[src/rtl/ssp_master.sv]
module ssp_master #(
  parameter int DW     = 16,
  parameter int DEPTH  = 16,
  parameter int DIV_W  = 8,
  parameter int HOST_W = 32
) (
  input  logic                        clk,
  input  logic                        rst_n,
  input  logic                        enable,
  input  logic                        ref_sel,
  input  logic                        ext_clk,
  input  logic [DIV_W-1:0]            div,
  input  logic [$clog2(DW+1)-1:0]     frame_bits,
  input  logic                        tx_wr,
  input  logic [HOST_W-1:0]           tx_wdata,
  output logic [$clog2(DEPTH):0]      tx_level,
  input  logic                        rx_rd,
  output logic [HOST_W-1:0]           rx_rdata,
  output logic [$clog2(DEPTH):0]      rx_level,
  input  logic                        ovr_clr,
  output logic                        overrun,
  output logic                        busy,
  output logic                        sclk,
  output logic                        cs_n,
  output logic                        mosi,
  input  logic                        miso
);
  localparam int AW = $clog2(DEPTH);
  localparam int CW = AW + 1;
  localparam int BW = $clog2(DW + 1);

  logic [DW-1:0] txm [DEPTH];
  logic [DW-1:0] rxm [DEPTH];
  logic [AW-1:0] tx_wp, tx_rp, rx_wp, rx_rp;
  logic [CW-1:0] tx_cnt, rx_cnt;

  logic [2:0]       ext_s;
  logic             ref_q, active, sclk_r;
  logic [DIV_W-1:0] cnt;
  logic [BW-1:0]    bits_left, nbits;
  logic [DW-1:0]    tx_sh, rx_sh;

  wire tx_full  = tx_cnt == CW'(DEPTH);
  wire tx_empty = tx_cnt == '0;
  wire rx_full  = rx_cnt == CW'(DEPTH);
  wire rx_empty = rx_cnt == '0;

  wire ext_rise = ext_s[1] & ~ext_s[2];
  wire tick     = ref_q ? ext_rise : 1'b1;
  wire half     = active && tick && cnt == div;
  wire done     = half && sclk_r && bits_left == '0;
  wire load     = enable && !tx_empty && (!active || done);

  wire tx_push  = tx_wr && !tx_full;
  wire rx_push  = done && !rx_full;
  wire rx_pop   = rx_rd && !rx_empty;

  always_comb begin
    if (frame_bits < BW'(4))       nbits = BW'(4);
    else if (frame_bits > BW'(DW)) nbits = BW'(DW);
    else                           nbits = frame_bits;
  end

  always_ff @(posedge clk or negedge rst_n) begin
    if (!rst_n) begin
      ext_s     <= '0;
      ref_q     <= 1'b0;
      active    <= 1'b0;
      sclk_r    <= 1'b0;
      cnt       <= '0;
      bits_left <= '0;
      tx_sh     <= '0;
      rx_sh     <= '0;
    end else begin
      ext_s <= {ext_s[1:0], ext_clk};
      if (!enable && !active) ref_q <= ref_sel;
      if (active && tick) cnt <= (cnt == div) ? '0 : cnt + 1'b1;
      if (load) begin
        active    <= 1'b1;
        sclk_r    <= 1'b0;
        cnt       <= '0;
        bits_left <= nbits;
        tx_sh     <= txm[tx_rp] << (DW - int'(nbits));
        rx_sh     <= '0;
      end else if (half) begin
        if (!sclk_r) begin
          sclk_r    <= 1'b1;
          rx_sh     <= {rx_sh[DW-2:0], miso};
          bits_left <= bits_left - 1'b1;
        end else begin
          sclk_r <= 1'b0;
          if (bits_left == '0) active <= 1'b0;
          else                 tx_sh  <= tx_sh << 1;
        end
      end
    end
  end

  always_ff @(posedge clk) begin
    if (tx_push) txm[tx_wp] <= tx_wdata[DW-1:0];
    if (rx_push) rxm[rx_wp] <= rx_sh;
  end

  always_ff @(posedge clk or negedge rst_n) begin
    if (!rst_n) begin
      tx_wp   <= '0;
      tx_rp   <= '0;
      tx_cnt  <= '0;
      rx_wp   <= '0;
      rx_rp   <= '0;
      rx_cnt  <= '0;
      overrun <= 1'b0;
    end else begin
      if (tx_push) tx_wp <= tx_wp + 1'b1;
      if (load)    tx_rp <= tx_rp + 1'b1;
      tx_cnt <= tx_cnt + CW'(tx_push) - CW'(load);
      if (rx_push) rx_wp <= rx_wp + 1'b1;
      if (rx_pop)  rx_rp <= rx_rp + 1'b1;
      rx_cnt <= rx_cnt + CW'(rx_push) - CW'(rx_pop);
      if (done && rx_full) overrun <= 1'b1;
      else if (ovr_clr)    overrun <= 1'b0;
    end
  end

  assign tx_level = tx_cnt;
  assign rx_level = rx_cnt;
  assign rx_rdata = HOST_W'(rxm[rx_rp]);
  assign busy     = active;
  assign sclk     = sclk_r;
  assign cs_n     = !active;
  assign mosi     = active & tx_sh[DW-1];

  p_idle_lines_r1: assert property (@(posedge clk) disable iff (!rst_n)
    cs_n |-> (!sclk && !mosi));
  p_tx_bound_r4: assert property (@(posedge clk) disable iff (!rst_n)
    tx_level <= CW'(DEPTH));
  p_rx_bound_r11: assert property (@(posedge clk) disable iff (!rst_n)
    rx_level <= CW'(DEPTH));
  p_sclk_moves_in_frame_r6: assert property (@(posedge clk) disable iff (!rst_n)
    !$stable(sclk) |-> $past(busy));
  p_ref_held_r7: assert property (@(posedge clk) disable iff (!rst_n)
    $past(enable) |-> $stable(ref_q));
  p_full_no_push_r9: assert property (@(posedge clk) disable iff (!rst_n)
    (rx_level == CW'(DEPTH) && !rx_rd) |=> rx_level == CW'(DEPTH));
  p_ovr_when_full_r9: assert property (@(posedge clk) disable iff (!rst_n)
    $rose(overrun) |-> $past(rx_level) == CW'(DEPTH));
  p_busy_end_r10: assert property (@(posedge clk) disable iff (!rst_n)
    $fell(busy) |-> $past(tx_level == '0 || !enable));
endmodule

[config.mk]
export PLATFORM = sky130hd
export DESIGN_NAME = ssp_master
export DESIGN_NICKNAME = d
export VERILOG_FILES = /design/src/rtl/ssp_master.sv
export SDC_FILE = /design/constraint.sdc
export NUM_CORES = 1
export LEC_CHECK = 0
export BUFFER_PORTS_ARGS = -buffer_cell sky130_fd_sc_hd__buf_2
export CAP_MARGIN = 20
export CORE_UTILIZATION = 30
export DETAILED_ROUTE_END_ITERATION = 7
export GPL_TIMING_DRIVEN = 0
export PLACE_DENSITY_LB_ADDON = 0.08
export SYNTH_ARGS = -nofsm -noshare
export SYNTH_HDL_FRONTEND = slang
export SYNTH_SLANG_ARGS = --single-unit
export TNS_END_PERCENT = 20
[constraint.sdc]
create_clock -name clk -period 6.25 [get_ports clk]
set_clock_uncertainty 0.15 [all_clocks]
set_input_delay 0.3125 -clock clk [delete_from_list [all_inputs] [get_ports clk]]
set_output_delay 0.3125 -clock clk [all_outputs]
set_load 0.05 [all_outputs]
==> impl_metrics.tcl, run 1 <==
set metrics [dict create \
    globalplace.congestion 0.825 \
    p_seq_share_pct 40.2 \
    grt_usage_pct 16.3 \
    cp.required_ns 6.60 \
    worst_setup_path_end_kind "register" \
    postSynthAreaPerCell_um2 18.6 \
    synth_flop_cell "edfxtp_1" \
    dieArea_um2 81900 \
    synth.mux.area_fraction_pct 14.1 \
    synth.most_common_cell "edfxtp_1" \
    power_switching_mw 3.56 \
    post-route-util_pct 36.9 \
    drt_wl_total_mm 65.8 \
    overflow 0 \
    synth_area_um2 24200 \
    clock_latency_ns 0.60 \
    fp-row-count 103 \
    yosysWarnings 0 \
    crit_fanout 10 \
    holdCritPathClass "in -> reg" \
    endpoint "tx_sh[10]" \
    rr_startpoint "bits_left[0]" \
    rr_endpoint "tx_level[4]" \
    clk_pin_slew_ns 0.06 \
    maxSlewHeadroom_pct 30.4 \
    via_per_inst 4.89 \
    yosysTopAreaCell "edfxtp_1" \
    p_per_area_nw_per_um2 400 \
    grt_pass1_wl_mm 96.1 \
    antenna_found_initial 2 \
    die_x_um 286 \
    pwr-share-comb_pct 24.9 \
    grt_pass1_vias 13400 \
    synth-compound-area-share_pct 5.07 \
    synth_xor_area_share_pct 1.37 \
    finalSetupViolCount 0 \
    fp.dieH_um 286 \
    numPortBuffers 68 \
    slew_viol_final 0 \
    core_um2 79500 \
    startpoint "frame_bits[4]" \
    yosysUniqueCellTypes 77 \
    post-route-period-util_pct 74.0 \
    synth_common_cells "512 x edfxtp_1, 128 x mux4_2, 78 x dfrtp_1" \
    post-place-cells 2470 \
    top_level_ports 101 \
    cts_buffer_depth 3 \
    drive_above_1_share_pct 26.7 \
    drt-initial-drc-count 988 \
    grt_max_degree 58 \
    min_from "tx_wr" \
    cts-buffers-inserted 71 \
    crit_top_cell "clkbuf_1" \
    critPathSlowestCell "dlygate4sd3_1" \
    rsz0062_at_grt "false" \
    fmax_mhz 216 \
    hold_viol 0 \
    synth_edf_count 512 \
    setup-tns-final_ns 0 \
    cts_htree_levels 3 \
    crit_type "in -> reg" \
    drt_first_pass_iters 5 \
    drv_cap 0 \
    worst_pin_slew_ns 1.04 \
    yosys.area_share.simple_pct 4.16 \
    cp_slowest_stage_delay_ns 0.53 \
    cts-root-buf "clkbuf_16" \
    start_util_pct 30.5 \
    outcome "finished clean" \
    ant_nets 0 \
    fin_crit_ns 4.62 \
    rrSetupSlack_ns 2.08 \
    fin_cells 2628 \
    worst_ep_arrival_time_ns 4.97 \
    synth_top_family_by_area "multiplexers" \
    dp_hpwl_mm 43.5 \
    area_growth_pct 21.1 \
    routedWlPerCell_um 25.0 \
    yosysSeqAreaShare_pct 71.5 \
    synth.top_cell.area_share_pct 63.4 \
    p_sw_share_pct 30.4 \
    vias 12800 \
    clock_sinks 590 \
    cts_tree "built" \
    synthCells 1300 \
    fin_ws_ns 1.63 \
    nets 1605 \
    clock_power_share_pct 34.9 \
    synth-adder-area-share_pct 1.46 \
    synth.top_cells.by_area "edfxtp_1 63%, mux4_2 12%, dfrtp_1 8.1%, mux2i_1 1.4%, ha_1 1.3%" \
    ff2ff_path_depth 15 \
    drc 0 \
    async_flop_share_pct 13.2 \
    ir_drop_v 0.000211 \
    intPower_mw 8.17 \
    start_kind "primary input" \
    place_ws_ns 1.65 \
    power.leakage_nw 9.90 \
    diodes 0 \
    ys_ff_latch 590 \
    path_cells "dlygate4sd3_1 -> buf_2 -> o21ba_1 -> and2_1 -> clkbuf_1 -> clkinv_1 -> buf_1 -> ha_1 -> clkbuf_1 -> inv_1 -> clkbuf_1 -> clkbuf_1 -> a31oi_1 -> o31ai_1 -> o221ai_1 -> o221ai_1" \
]
[per-stage QoR]
step	area [µm²]	hold WS (ns)	power [mW]
final	29400	0.0538	11.7
after global routing	29400	0.0834	12.2
after CTS	29300	0.0216	11.9
after detailed placement	26700	0.0897	7.79
after global placement	25900	0.193	7.62
after floorplan	24300	-0.133	6.73
[worst max-delay path, delay by kind of cell]
kind,cells,cell delay (ns)
AO/OA/AOI/OAI,5,1.11
buffers and inverters,9,3.03
AND/OR/NAND/NOR,1,0.12
adder cells (fa/ha/maj),1,0.40
[repair_timing]
item	in CTS	in global routing
gates resized for setup	0	0
buffers inserted	0	0
hold buffers	28	0
setup endpoints to repair	0	0
endpoints found under the hold margin	341	0
[area by class of cell]
type,count,area [µm²]
timing repair buffer,136,1310
clock buffer,97,2030
multi-input combinational,621,6540
fill,7382,50200
clock inverter,30,284
sequential,590,17300
inverter,26,97.6
buffer,78,465
tap,1050,1310
[sequential cells by signal, summed over array words and instances (netlist names), 3 cells and up]
register and cells:
bits_left 5, tx_sh 16, rxm 256, rx_wp 4, cnt 8, rx_sh 16, rx_rp 4, tx_rp 4
txm 256, ext_s 3, tx_wp 4, rx_level 5, tx_level 5
[worst min path at each step]
stage / end / slack, ns / cells after the start
after floorplan: bits_left[0] / -0.13 / 0
after global placement: ext_s[1] / 0.19 / 0
after detailed placement: tx_level[3] / 0.09 / 1
after CTS: tx_wp[0] / 0.02 / 4
after global routing: tx_wp[0] / 0.08 / 4
final: tx_wp[0] / 0.05 / 4
[kinds of logic after synthesis]
family / after synthesis
xor gates and xnor gates: 38
adders and majority gates: 27
and+or+nand+nor: 197
muxes: 173
other: 1
buffers and inverters: 104
AOI/OAI and AO/OA: 170
DFF: 590
[layout by cell type, fill, tap and decap left out, types with 24 or more instances in the layout]
cell           netlist  layout
buf_2                9      76
edfxtp_1           512     512
clkbuf_16            0      77
nand2_1             46      46
dlygate4sd3_1        0      28
dfrtp_1             78      78
o21ai_0             31      31
ha_1                25      25
mux2i_1             33      33
mux4_2             128     128
nor2_1              44      32
clkbuf_1            26      43
inv_1               24      24
xnor2_1             29      29
buf_4               22      25
[per-layer routing]
metal	vias up	track usage [%]	share of wire, %
li1	5689	-	-
met1	6804	21.5	44
met2	261	27.9	51
met3	89	2.60	3.6
met4	2	4.43	2.2
met5	-	0	0.012
[power groups by stage]
| stage | registers [mW] | logic, mW | clock network [mW] |
|---|---|---|---|
| after CTS | 4.72 | 3.01 | 4.20 |
| after global routing | 4.75 | 3.16 | 4.34 |
| final | 4.72 | 2.93 | 4.09 |
| after detailed placement | 4.80 | 2.99 | 0 |
| after global placement | 4.81 | 2.82 | 0 |
| after floorplan | 4.88 | 1.85 | 0 |
(Power assumes the default switching activity.)
==> inputs of run 2 (changes only) <==
- ABC_AREA: unset -> 1
- clock period: 6.25 -> 3.7 ns (I/O delays scaled with it)
==> run 2 against run 1 <==
Against the previous run:
- non-clock buffer count up 34
- critical endpoint is now rx_rdata[14]
- hold slack worse by 0.026 ns
- clock-buffer cell count up 4
- sequential share of layout area down 1.7 points
- sequential power up 86%
- final cell count up 34%
- final area up 2.9%
==> impl_metrics.tcl, run 2 <==
set metrics [dict create \
    grt_usage_pct 18.5 \
    fmax_mhz 280 \
    synth.most_common_cell "edfxtp_1" \
    holdCritPathClass "in -> async" \
    hold_viol 0 \
    outcome "finished clean" \
    core_um2 82600 \
    worst_ep_arrival_time_ns 3.24 \
    drt_wl_total_mm 78.7 \
    clock_latency_ns 0.61 \
    drive_above_1_share_pct 13.7 \
    p_per_area_nw_per_um2 745 \
    nets 2467 \
    post-route-period-util_pct 96.7 \
    dp_hpwl_mm 53.4 \
    power.leakage_nw 11.5 \
    layout_common_cells "512 x edfxtp_1, 428 x nand2_1, 230 x nand3_1, 216 x nor2_1, 144 x inv_1" \
    hold_slack_ns 0.0276 \
    synth_edf_count 512 \
    yosysTopAreaCell "edfxtp_1" \
    yosysUniqueCellTypes 43 \
    grt_max_degree 64 \
    antenna_found_initial 2 \
    clock_sinks 590 \
    cts-root-buf "clkbuf_16" \
    final_common_cell "edfxtp_1" \
    start_util_pct 30.5 \
    area_growth_pct 20.0 \
    numPortBuffers 68 \
    routedWlPerCell_um 22.4 \
    grt_pass1_wl_mm 115 \
    ff2ff_path_depth 17 \
    diodes 0 \
    grt_pass1_vias 16400 \
    rsz0062_at_grt "false" \
    yosysSeqAreaShare_pct 68.8 \
    cts_tree "built" \
    die_x_um 292 \
    via_per_inst 4.82 \
    stdcell_area_um2 30200 \
    finalSetupViolCount 0 \
    clk_pin_slew_ns 0.06 \
    fp.dieH_um 292 \
    worst_setup_path_end_kind "output pin" \
    fp-row-count 105 \
    post-cts-setup-buffers 0 \
    globalplace.congestion 0.808 \
    drv_cap 0 \
    placed_cell_area_um2 27600 \
    maxSlewHeadroom_pct 34.8 \
    postSynthAreaPerCell_um2 11.6 \
    top_regs "rxm (256), txm (256)" \
    slew_viol_final 0 \
    cts_buffer_depth 3 \
    cts_htree_levels 3 \
    top_level_ports 101 \
    ant_nets 0 \
    overflow 0 \
    async_flop_share_pct 13.2 \
    dieArea_um2 85100 \
    yosysWarnings 0 \
    crit_type "reg -> out" \
    start_kind "register" \
    synth_flop_cell "edfxtp_1" \
    fin_crit_ns 3.58 \
    cp.required_ns 3.37 \
    crit_fanout 10 \
    synth.top_cell.area_share_pct 61.1 \
    ir_drop_v 0.000422 \
    setup-tns-final_ns 0 \
    synth_common_cells "512 x edfxtp_1, 428 x nand2_1, 248 x nor2_1" \
    worst_pin_slew_ns 0.977 \
    cts-buffers-inserted 71 \
    drc 0 \
    drt_first_pass_iters 5 \
    power.total_mw 22.5 \
    synthCells 2173 \
    vias 16900 \
    synth.top_cells.by_area "edfxtp_1 61%, dfrtp_1 7.8%, nand2_1 6.4%, nand3_1 4.6%, nor2_1 3.7%" \
    drt-initial-drc-count 1267 \
    ys_ff_latch 590 \
    synth_area_um2 25200 \
]
==> run 2: cell types whose count changed in the layout (fill, tap and decap cells not counted), sizes merged, moves of 16 or more <==
cell    change
o21ai      +60
xnor2      -26
and2       -19
inv       +132
a22o       -21
o221ai     +37
clkbuf     +28
mux2i      +16
mux4      -133
nand2     +386
nor2      +209
nand3     +219
==> run 2: worst paths after layout <==
path | start | to | slack [ns]
worst max-delay path | rx_rp[2] | rx_rdata[14] | 0.12
worst min-delay path | rst_n | rx_sh[3] | 0.03
worst max register to register | busy | tx_level[4] | 0.39
worst min register to register | ext_s[0] | ext_s[1] | 0.20
max in group asynchronous | rst_n | rx_sh[7] | 2.19
min in group clk | div[6] | overrun | 0.04
==> run 2: cell families (layout without fill, tap and decap cells) <==
group | Yosys count | after routing | synth area share [%]
adder cells (fa/ha/maj) | 27 | 27 | 1.40
buffers and inverters | 283 | 534 | 4.84
multiplexers | 50 | 50 | 1.99
AND/OR/NAND/NOR | 972 | 972 | 16.3
other | 1 | 16 | 0.0149
XOR/XNOR | 27 | 27 | 0.939
AO/OA/AOI/OAI | 223 | 223 | 5.66
flip-flops | 590 | 590 | 68.8
==> run 2: final cells by class <==
type	count	area (µm²)
fill	8103	52400
inverter	160	601
sequential	590	17300
buffer	123	622
tap	1070	1340
timing repair buffer	125	1170
clock buffer	101	2040
multi-input combinational	1315	6810
clock inverter	25	308
==> run 2: report_power, final <==
| part | switching [mW] | leakage, nW | internal [mW] |
|---|---|---|---|
| registers | 0.660 | 5.58 | 8.13 |
| logic | 4.91 | 4.79 | 1.80 |
| clock network | 2.80 | 1.15 | 4.21 |
| total | 8.38 | 11.5 | 14.1 |
==> run 2: timing repair <==
action,in CTS,in global routing
endpoints found under the hold margin,351,0
gates resized for setup,2,4
setup endpoints to repair,2,2
gates cloned,0,0
hold buffers,30,0
==> run 2: layer usage <==
layer  track usage, %  routed length, µm  vias up
met3             2.97               3750       74
met2             28.6              35500      383
met1             27.0              38200     8442
li1                 -                  -     8020
met5                0                  0        -
met4             4.36               1180        0
==> run 2: critical path: stages (launching register included) <==
cell and delay, ns:
dfrtp_1 0.43, clkbuf_1 0.53, clkbuf_1 0.79, o221ai_1 0.28, nand3_1 0.16, nand2_1 0.16
buf_2 0.26
==> run 2: per-stage QoR <==
stage	utilization, %	worst slack, ns	std cells
floorplan	-	0.289	2188
global placement	32.6	-0.548	3326
detailed placement	33.4	0.317	3353
CTS	36.6	0.0875	3509
global route	36.6	0.00997	3509
finish	36.6	0.123	3509
